==> src/rtl/pd_tx_pkg.sv <==
`timescale 1ns/1ps
package pd_tx_pkg;
  localparam int unsigned ALERT_W    = 5;
  localparam int unsigned AL_RX_MSG  = 0;
  localparam int unsigned AL_RX_HRST = 1;
  localparam int unsigned AL_TX_FAIL = 2;
  localparam int unsigned AL_TX_DISC = 3;
  localparam int unsigned AL_TX_OK   = 4;

  typedef enum logic [1:0] {
    SEQ_IDLE  = 2'd0,
    SEQ_START = 2'd1,
    SEQ_WAIT  = 2'd2
  } seq_state_e;

  typedef struct packed {
    logic ok;
    logic fail;
    logic disc;
  } tx_done_t;
endpackage

==> src/rtl/pd_tx_buffer.sv <==
`timescale 1ns/1ps
module pd_tx_buffer #(
  parameter  int unsigned DW     = 8,
  parameter  int unsigned BYTES  = 30,
  localparam int unsigned IDX_W  = $clog2(BYTES + 1),
  localparam int unsigned MEM_AW = $clog2(BYTES)
) (
  input  logic              clk_i,
  input  logic              rst_ni,
  input  logic              we_i,
  input  logic [IDX_W-1:0]  idx_i,
  input  logic [DW-1:0]     wdata_i,
  output logic [DW-1:0]     rdata_o,
  input  logic [MEM_AW-1:0] phy_addr_i,
  output logic [DW-1:0]     phy_data_o,
  output logic [DW-1:0]     len_o
);
  logic [DW-1:0] len_q;
  logic [DW-1:0] mem_q [BYTES];

  // index 0 is the byte count, index g+1 is message byte g
  always_ff @(posedge clk_i or negedge rst_ni) begin
    if (!rst_ni)                       len_q <= '0;
    else if (we_i && idx_i == '0)      len_q <= wdata_i;
  end

  for (genvar g = 0; g < BYTES; g++) begin : g_byte
    always_ff @(posedge clk_i or negedge rst_ni) begin
      if (!rst_ni)                                  mem_q[g] <= '0;
      else if (we_i && idx_i == IDX_W'(g + 1))      mem_q[g] <= wdata_i;
    end
  end

  always_comb begin
    if (idx_i == '0)                   rdata_o = len_q;
    else if (idx_i <= IDX_W'(BYTES))   rdata_o = mem_q[MEM_AW'(idx_i - IDX_W'(1))];
    else                               rdata_o = '0;
  end

  assign phy_data_o = ({1'b0, phy_addr_i} < (MEM_AW + 1)'(BYTES)) ? mem_q[phy_addr_i] : '0;
  assign len_o      = len_q;

  AST_LEN_HOLD: assert property (@(posedge clk_i) disable iff (!rst_ni)
    !(we_i && idx_i == '0) |=> $stable(len_o)) else $error("len changed without write");
endmodule

==> src/rtl/pd_tx_seq.sv <==
`timescale 1ns/1ps
module pd_tx_seq
  import pd_tx_pkg::*;
#(
  parameter int unsigned SOP_W   = 3,
  parameter int unsigned RETRY_W = 2
) (
  input  logic               clk_i,
  input  logic               rst_ni,
  input  logic               start_req_i,
  input  logic [SOP_W-1:0]   sop_i,
  input  logic [RETRY_W-1:0] retry_i,
  input  logic               phy_ack_i,
  input  logic               phy_timeout_i,
  input  logic               rx_msg_i,
  output logic               phy_start_o,
  output logic [SOP_W-1:0]   phy_sop_o,
  output logic               busy_o,
  output tx_done_t           done_o
);
  seq_state_e         state_q, state_d;
  logic [RETRY_W-1:0] left_q, left_d;
  logic [SOP_W-1:0]   sop_q;

  always_comb begin
    state_d = state_q;
    left_d  = left_q;
    done_o  = '0;
    unique case (state_q)
      SEQ_IDLE: begin
        if (start_req_i) begin
          state_d = SEQ_START;
          left_d  = retry_i;
        end
      end
      SEQ_START: begin
        if (rx_msg_i) begin
          done_o.disc = 1'b1;
          state_d     = SEQ_IDLE;
        end else begin
          state_d = SEQ_WAIT;
        end
      end
      SEQ_WAIT: begin
        // incoming traffic outranks any PHY answer
        if (rx_msg_i) begin
          done_o.disc = 1'b1;
          state_d     = SEQ_IDLE;
        end else if (phy_ack_i) begin
          done_o.ok = 1'b1;
          state_d   = SEQ_IDLE;
        end else if (phy_timeout_i) begin
          if (left_q == '0) begin
            done_o.fail = 1'b1;
            state_d     = SEQ_IDLE;
          end else begin
            left_d  = left_q - RETRY_W'(1);
            state_d = SEQ_START;
          end
        end
      end
      default: state_d = SEQ_IDLE;
    endcase
  end

  always_ff @(posedge clk_i or negedge rst_ni) begin
    if (!rst_ni) begin
      state_q <= SEQ_IDLE;
      left_q  <= '0;
      sop_q   <= '0;
    end else begin
      state_q <= state_d;
      left_q  <= left_d;
      if (state_q == SEQ_IDLE && start_req_i) sop_q <= sop_i;
    end
  end

  assign phy_start_o = (state_q == SEQ_START);
  assign phy_sop_o   = sop_q;
  assign busy_o      = (state_q != SEQ_IDLE);

  AST_START_PULSE: assert property (@(posedge clk_i) disable iff (!rst_ni)
    phy_start_o |=> !phy_start_o) else $error("start longer than one cycle");
  AST_RETRY_RESTART: assert property (@(posedge clk_i) disable iff (!rst_ni)
    (state_q == SEQ_WAIT && phy_timeout_i && !phy_ack_i && !rx_msg_i && left_q != '0)
      |=> phy_start_o) else $error("retry not started");
  AST_ACK_ENDS: assert property (@(posedge clk_i) disable iff (!rst_ni)
    (state_q == SEQ_WAIT && phy_ack_i && !rx_msg_i) |=> !busy_o) else $error("ack did not end");
  AST_DISCARD_ENDS: assert property (@(posedge clk_i) disable iff (!rst_ni)
    (busy_o && rx_msg_i) |=> (!busy_o && !phy_start_o)) else $error("discard did not end");
  AST_SOP_HOLD: assert property (@(posedge clk_i) disable iff (!rst_ni)
    busy_o |=> $stable(phy_sop_o)) else $error("selector changed while busy");
endmodule

==> src/rtl/pd_alert_reg.sv <==
`timescale 1ns/1ps
module pd_alert_reg
  import pd_tx_pkg::*;
(
  input  logic               clk_i,
  input  logic               rst_ni,
  input  logic [ALERT_W-1:0] set_i,
  input  logic [ALERT_W-1:0] clr_i,
  input  logic               mask_we_i,
  input  logic [ALERT_W-1:0] mask_i,
  output logic [ALERT_W-1:0] alert_o,
  output logic [ALERT_W-1:0] mask_o,
  output logic               alert_n_o
);
  logic [ALERT_W-1:0] alert_q, mask_q;

  always_ff @(posedge clk_i or negedge rst_ni) begin
    if (!rst_ni) begin
      alert_q <= '0;
      mask_q  <= '1;
    end else begin
      alert_q <= (alert_q & ~clr_i) | set_i;  // set wins over clear
      if (mask_we_i) mask_q <= mask_i;
    end
  end

  assign alert_o   = alert_q;
  assign mask_o    = mask_q;
  assign alert_n_o = ~|(alert_q & mask_q);

  AST_W1C_KEEP: assert property (@(posedge clk_i) disable iff (!rst_ni)
    (|alert_q) |=> (($past(alert_q) & ~$past(clr_i) & ~alert_q) == '0))
    else $error("uncleared bit dropped");
  AST_SET_LATCH: assert property (@(posedge clk_i) disable iff (!rst_ni)
    (|set_i) |=> ((alert_q & $past(set_i)) == $past(set_i)))
    else $error("event not latched");
endmodule

==> src/rtl/pd_tx_alert_ctrl.sv <==
`timescale 1ns/1ps
module pd_tx_alert_ctrl
  import pd_tx_pkg::*;
#(
  parameter  int unsigned DW        = 8,
  parameter  int unsigned BUF_BYTES = 30,
  parameter  int unsigned SOP_W     = 3,
  parameter  int unsigned RETRY_W   = 2,
  localparam int unsigned ADDR_W    = $clog2(BUF_BYTES + 4),
  localparam int unsigned MEM_AW    = $clog2(BUF_BYTES)
) (
  input  logic              clk_i,
  input  logic              rst_ni,
  input  logic              reg_we_i,
  input  logic [ADDR_W-1:0] reg_addr_i,
  input  logic [DW-1:0]     reg_wdata_i,
  output logic [DW-1:0]     reg_rdata_o,
  output logic              phy_start_o,
  output logic [SOP_W-1:0]  phy_sop_o,
  input  logic              phy_ack_i,
  input  logic              phy_timeout_i,
  output logic [DW-1:0]     phy_len_o,
  input  logic [MEM_AW-1:0] phy_rd_addr_i,
  output logic [DW-1:0]     phy_rd_data_o,
  input  logic              rx_msg_i,
  input  logic              rx_hard_reset_i,
  output logic              alert_n_o
);
  localparam int unsigned IDX_W     = $clog2(BUF_BYTES + 1);
  localparam int unsigned ADR_ALERT = 0;
  localparam int unsigned ADR_MASK  = 1;
  localparam int unsigned ADR_REQ   = 2;
  localparam int unsigned ADR_BUF   = 3;
  localparam int unsigned RETRY_LSB = 4;

  logic               wr_alert, wr_mask, wr_req, wr_buf, in_buf;
  logic [ADDR_W-1:0]  buf_off;
  logic [IDX_W-1:0]   buf_idx;
  logic [DW-1:0]      buf_rdata;
  logic [ALERT_W-1:0] alert, mask, alert_set, alert_clr;
  logic               outcome_pend, busy, start_req;
  logic [SOP_W-1:0]   req_sop_q;
  logic [RETRY_W-1:0] req_retry_q;
  tx_done_t           done;

  assign buf_off  = reg_addr_i - ADDR_W'(ADR_BUF);
  assign in_buf   = (reg_addr_i >= ADDR_W'(ADR_BUF)) && (buf_off <= ADDR_W'(BUF_BYTES));
  assign buf_idx  = buf_off[IDX_W-1:0];
  assign wr_alert = reg_we_i && (reg_addr_i == ADDR_W'(ADR_ALERT));
  assign wr_mask  = reg_we_i && (reg_addr_i == ADDR_W'(ADR_MASK));
  assign wr_req   = reg_we_i && (reg_addr_i == ADDR_W'(ADR_REQ));
  assign wr_buf   = reg_we_i && in_buf;

  assign outcome_pend = alert[AL_TX_FAIL] | alert[AL_TX_DISC] | alert[AL_TX_OK];
  assign start_req    = wr_req && !busy && !outcome_pend;

  always_ff @(posedge clk_i or negedge rst_ni) begin
    if (!rst_ni) begin
      req_sop_q   <= '0;
      req_retry_q <= '0;
    end else if (start_req) begin
      req_sop_q   <= reg_wdata_i[SOP_W-1:0];
      req_retry_q <= reg_wdata_i[RETRY_LSB +: RETRY_W];
    end
  end

  pd_tx_buffer #(.DW(DW), .BYTES(BUF_BYTES)) u_buf (
    .clk_i      (clk_i),
    .rst_ni     (rst_ni),
    .we_i       (wr_buf),
    .idx_i      (buf_idx),
    .wdata_i    (reg_wdata_i),
    .rdata_o    (buf_rdata),
    .phy_addr_i (phy_rd_addr_i),
    .phy_data_o (phy_rd_data_o),
    .len_o      (phy_len_o)
  );

  pd_tx_seq #(.SOP_W(SOP_W), .RETRY_W(RETRY_W)) u_seq (
    .clk_i         (clk_i),
    .rst_ni        (rst_ni),
    .start_req_i   (start_req),
    .sop_i         (reg_wdata_i[SOP_W-1:0]),
    .retry_i       (reg_wdata_i[RETRY_LSB +: RETRY_W]),
    .phy_ack_i     (phy_ack_i),
    .phy_timeout_i (phy_timeout_i),
    .rx_msg_i      (rx_msg_i),
    .phy_start_o   (phy_start_o),
    .phy_sop_o     (phy_sop_o),
    .busy_o        (busy),
    .done_o        (done)
  );

  always_comb begin
    alert_set             = '0;
    alert_set[AL_RX_MSG]  = rx_msg_i;
    alert_set[AL_RX_HRST] = rx_hard_reset_i;
    alert_set[AL_TX_FAIL] = done.fail;
    alert_set[AL_TX_DISC] = done.disc;
    alert_set[AL_TX_OK]   = done.ok;
  end
  assign alert_clr = wr_alert ? reg_wdata_i[ALERT_W-1:0] : '0;

  pd_alert_reg u_alert (
    .clk_i     (clk_i),
    .rst_ni    (rst_ni),
    .set_i     (alert_set),
    .clr_i     (alert_clr),
    .mask_we_i (wr_mask),
    .mask_i    (reg_wdata_i[ALERT_W-1:0]),
    .alert_o   (alert),
    .mask_o    (mask),
    .alert_n_o (alert_n_o)
  );

  always_comb begin
    reg_rdata_o = '0;
    if (reg_addr_i == ADDR_W'(ADR_ALERT))      reg_rdata_o[ALERT_W-1:0] = alert;
    else if (reg_addr_i == ADDR_W'(ADR_MASK))  reg_rdata_o[ALERT_W-1:0] = mask;
    else if (reg_addr_i == ADDR_W'(ADR_REQ)) begin
      reg_rdata_o[SOP_W-1:0]            = req_sop_q;
      reg_rdata_o[RETRY_LSB +: RETRY_W] = req_retry_q;
    end
    else if (in_buf)                           reg_rdata_o = buf_rdata;
  end

  AST_REQ_BLOCKED: assert property (@(posedge clk_i) disable iff (!rst_ni)
    (wr_req && outcome_pend) |=> !phy_start_o) else $error("blocked request started");
  AST_OUTCOME_NEEDS_BUSY: assert property (@(posedge clk_i) disable iff (!rst_ni)
    (!busy) |=> !$rose(alert[AL_TX_OK])) else $error("success without request");
  AST_MASKED_QUIET: assert property (@(posedge clk_i) disable iff (!rst_ni)
    ((alert & mask) == '0 && !alert_n_o) |-> 1'b0) else $error("irq without enabled bit");
endmodule

==> config.mk <==
export PLATFORM = sky130hd
export DESIGN_NAME = pd_tx_alert_ctrl
export DESIGN_NICKNAME = d
export VERILOG_FILES = /design/src/rtl/pd_tx_pkg.sv /design/src/rtl/pd_tx_buffer.sv /design/src/rtl/pd_tx_seq.sv /design/src/rtl/pd_alert_reg.sv /design/src/rtl/pd_tx_alert_ctrl.sv
export SDC_FILE = /design/constraint.sdc
export NUM_CORES = 1
export LEC_CHECK = 0
export BUFFER_PORTS_ARGS = -buffer_cell sky130_fd_sc_hd__buf_2
export CORE_ASPECT_RATIO = 1.5
export CORE_MARGIN = 5
export CORE_UTILIZATION = 40
export CTS_BUF_LIST = sky130_fd_sc_hd__clkbuf_16
export CTS_CLUSTER_DIAMETER = 40
export DETAILED_ROUTE_END_ITERATION = 7
export PLACE_DENSITY = 0.56
export RECOVER_POWER = 25
export SLEW_MARGIN = 20
export SYNTH_ARGS = -nofsm -noshare
export SYNTH_HDL_FRONTEND = slang
export SYNTH_HIERARCHICAL = 1
export SYNTH_SLANG_ARGS = --single-unit
==> constraint.sdc <==
create_clock -name clk_i -period 9 [get_ports clk_i]
set_input_delay 1.8 -clock clk_i [delete_from_list [all_inputs] [get_ports clk_i]]
set_output_delay 1.8 -clock clk_i [all_outputs]
set_load 0.1 [all_outputs]
==> impl_metrics.toml <==
[yosys]
synth-edff-count = 0
synthTopCellsByCount = "267 x mux2_2, 265 x dfrtp_1, 114 x mux4_2, 45 x clkbuf_1"
async_flop_share_pct = 100
yosysTopAreaCell = "dfrtp_1"
ys_seq_elements = 270
ys_seq_area_share_pct = 44.6
yosys.area.top_type_share_pct = 43.8
synth_cells = 1062
synth_fp_nets = 1102
synth_ff_type = "dfrtp_1"
synth_area_um2 = 15200
yosys-top-cells-area = "dfrtp_1 44%, mux2_2 20%, mux4_2 17%"
yosysWarningCount = 6
ys_types = 58
synth_area_per_cell_um2 = 14.3
synth_most_common_cell = "mux2_2"

[detailed_routing]
drt_iter0_markers = 637
drc = 0
firstDrtPassIters = 5
avgViaCountPerCell = 6.05
vias = 9727
postRouteAntennaNets = 0
wirelength_um = 42700
wl_per_cell_um = 26.6

[cts]
post_cts_resized = 0
cts_buffers = 37
root_buffer = "clkbuf_16"
tritoncts = "built"
cts_setup_buffers = 0
cts.sinks = 270
cts_max_level = 2
path_clk_slew_ns = 0.05
clockBufferDepth = 3
clk_latency_ns = 0.52
cts_hold_buf = 0

[worst_setup_path]
cp-startpoint = "reg_addr_i[0]"
crit_top_cell = "buf_2"
timing.rr.start = "u_seq/state_q[1]$_DFFE_PN0P_"
max_stage_delay_ns = 0.79
r2r_setup_slack_ns = 6.52
cp.required_ns = 7.20
path_class = "input port to primary output"
worstSetupStartpointType = "input port"
worstReg2RegEnd = "u_seq/state_q[1]$_DFFE_PN0P_"
cp_slowest_cell = "ha_2"
worstRegToRegCells = 8
critPathMaxFanout = 42
crit_chain = "buf_2 > inv_4 > ha_1 > inv_1 > ha_2 > buf_12 > mux4_2 > nor2b_1 > a211oi_1 > a21oi_1 > a221o_1 > nand2_1 > o31ai_2 > buf_2"
cp-end-kind = "primary output"
worstPathArrival_ns = 5.61
cp-endpoint = "reg_rdata_o[2]"

[run_status]
status = "finished with violations"
violations = "max-capacitance violations, max-slew violations"

[global_routing]
grt_max_degree = 124
grt_pass1_wl_um = 66100
track_usage_pct = 20.5
antenna_found_initial = 0
grt_pass1_vias = 10200
grt-ovfl-total = 0

[cells_and_area]
instances_no_fill = 1609
fin_nets = 1132
syn2layout_area_growth_pct = 12.7
multi_input_area_um2 = 7940
fillers = 3384
drive_above_1_share_pct = 48.7
regArea_um2 = 6760
final_area_um2 = 17100
insertedDiodeCount = 0

[worst_hold_path]
hold_path.class = "flop to flop"

[floorplan]
initial_utilization_pct = 40.4
num_rows = 87
chipHeight_um = 248
ios = 55
die_x_um = 169
die-area_um2 = 42000
core_um2 = 37600

[sta]
final.min_clock_period_ns = 7.41
skew_ns = 0.00442
relSlewSlack_pct = -94.0
tns_ns = 0
setup_viol = 0
hold_viol = 0
holdWs_ns = 0.498
fmax_mhz = 135
slew_violations = 48
rsz0062_at_grt = "no"
tightest_slew_ns = 2.91
fin_crit_sh_pct = 82.4

[placed_design]
post-dp-hpwl_um = 28400
post-place-cells = 1541
place.gp.congestion = 0.834
dpl_cell_area_um2 = 15800
numPortBuffers = 54

[run]
drv_cap = 1

[pwr]
power.leakage_uw = 0.00759
pwr_density_cell_nw_per_um2 = 248
ir_drop_mv = 0.168
power_uw = 4230
[metrics by stage]
stage	utilization (%)	setup slack [ns]
6_report	45.5	1.59
5_1_grt	45.5	1.44
4_1_cts	45.4	1.57
3_5_place_dp	42.0	1.58
3_3_place_gp	42.0	1.64
2_1_floorplan	-	1.81
[area by class of cell]
class,instances,share of cell area [%]
multi-input cells,698,46.5
repair buffers,67,2.45
clock buffers,39,5.71
inverters,18,0.410
well taps,489,3.58
clock inverters,28,1.74
flip-flops and latches,270,39.6
[worst max-delay path, delay by kind of cell]
kind,cells,cell delay (ns)
AND/OR/NAND/NOR,2,0.21
buffers and inverters,5,1.17
adder cells (fa/ha/maj),2,1.18
AO/OA/AOI/OAI,4,0.99
multiplexers,1,0.24
[flip-flops by register name (all words and copies together), names as in the netlist]
name / count
u_buf/mem_q: 240
u_buf/len_o: 8
u_alert/alert_o: 5
u_alert/mask_o: 5
req_sop_q: 3
u_seq/phy_sop_o: 3
req_retry_q: 2
u_seq/left_q: 2
u_seq/state_q: 2
[logic make-up after synthesis]
family	synth area share [%]
and+or+nand+nor	5.94
muxes	40.5
adders and majority gates	1.16
AOI/OAI and AO/OA	4.27
DFF	44.6
xor gates and xnor gates	0.471
buffers and inverters	3.07
[worst min path at each step]
stage | start | endpoint | slack [ns] | cells after the start
finish | req_sop_q[0]$_DFFE_PN0P_ | req_sop_q[0]$_DFFE_PN0P_ | 0.50 | 1
global route | req_retry_q[0]$_DFFE_PN0P_ | req_retry_q[0]$_DFFE_PN0P_ | 0.52 | 1
CTS | req_sop_q[0]$_DFFE_PN0P_ | req_sop_q[0]$_DFFE_PN0P_ | 0.50 | 1
detailed placement | req_sop_q[0]$_DFFE_PN0P_ | req_sop_q[0]$_DFFE_PN0P_ | 0.49 | 1
global placement | req_sop_q[1]$_DFFE_PN0P_ | req_sop_q[1]$_DFFE_PN0P_ | 0.48 | 1
floorplan | u_alert/alert_o[0]$_DFF_PN0_ | u_alert/alert_o[0]$_DFF_PN0_ | 0.47 | 1
[cell usage in the layout (no fill, tap or decap), drive strengths merged, types with 2 or more instances in the layout]
cell / Yosys / routed
a2bb2oi: 2 / 2
inv: 18 / 27
nand3: 10 / 10
buf: 31 / 66
nor4b: 3 / 3
o41ai: 2 / 2
mux2i: 32 / 32
nand4b: 2 / 2
o211ai: 4 / 4
a21oi: 17 / 17
and3: 11 / 11
ha: 14 / 14
xnor2: 2 / 2
nor3b: 7 / 7
and3b: 2 / 2
dfstp: 5 / 5
clkinvlp: 0 / 4
bufinv: 0 / 5
xor2: 4 / 4
a221o: 7 / 7
o21ai: 21 / 21
a311oi: 2 / 2
mux4: 121 / 121
nand2: 35 / 35
nor2b: 16 / 16
dfrtp: 265 / 265
mux2: 272 / 272
nand2b: 4 / 4
nor3: 12 / 12
nand3b: 4 / 4
clkbuf: 45 / 40
nor2: 44 / 44
a21o: 5 / 5
o31ai: 6 / 6
a211oi: 21 / 21
nand4: 2 / 2
and2: 6 / 6
clkinv: 0 / 10
[per-layer routing]
layer  up-vias  track usage, %  wire length [um]
met3        70            3.00              2170
met1      5227            27.2             17500
met4         0            7.84              1670
li1       4125               -                 -
met5         -               0                 0
met2       305            34.1             21400
[power by group]
part	leakage (uW)	internal [uW]	switching, uW	total, uW
clock network	0.000628	938	577	1520
registers	0.00357	1460	185	1640
logic	0.00339	496	579	1070
total	0.00759	2890	1340	4230
Note: power is estimated with default switching activity, not from simulation.
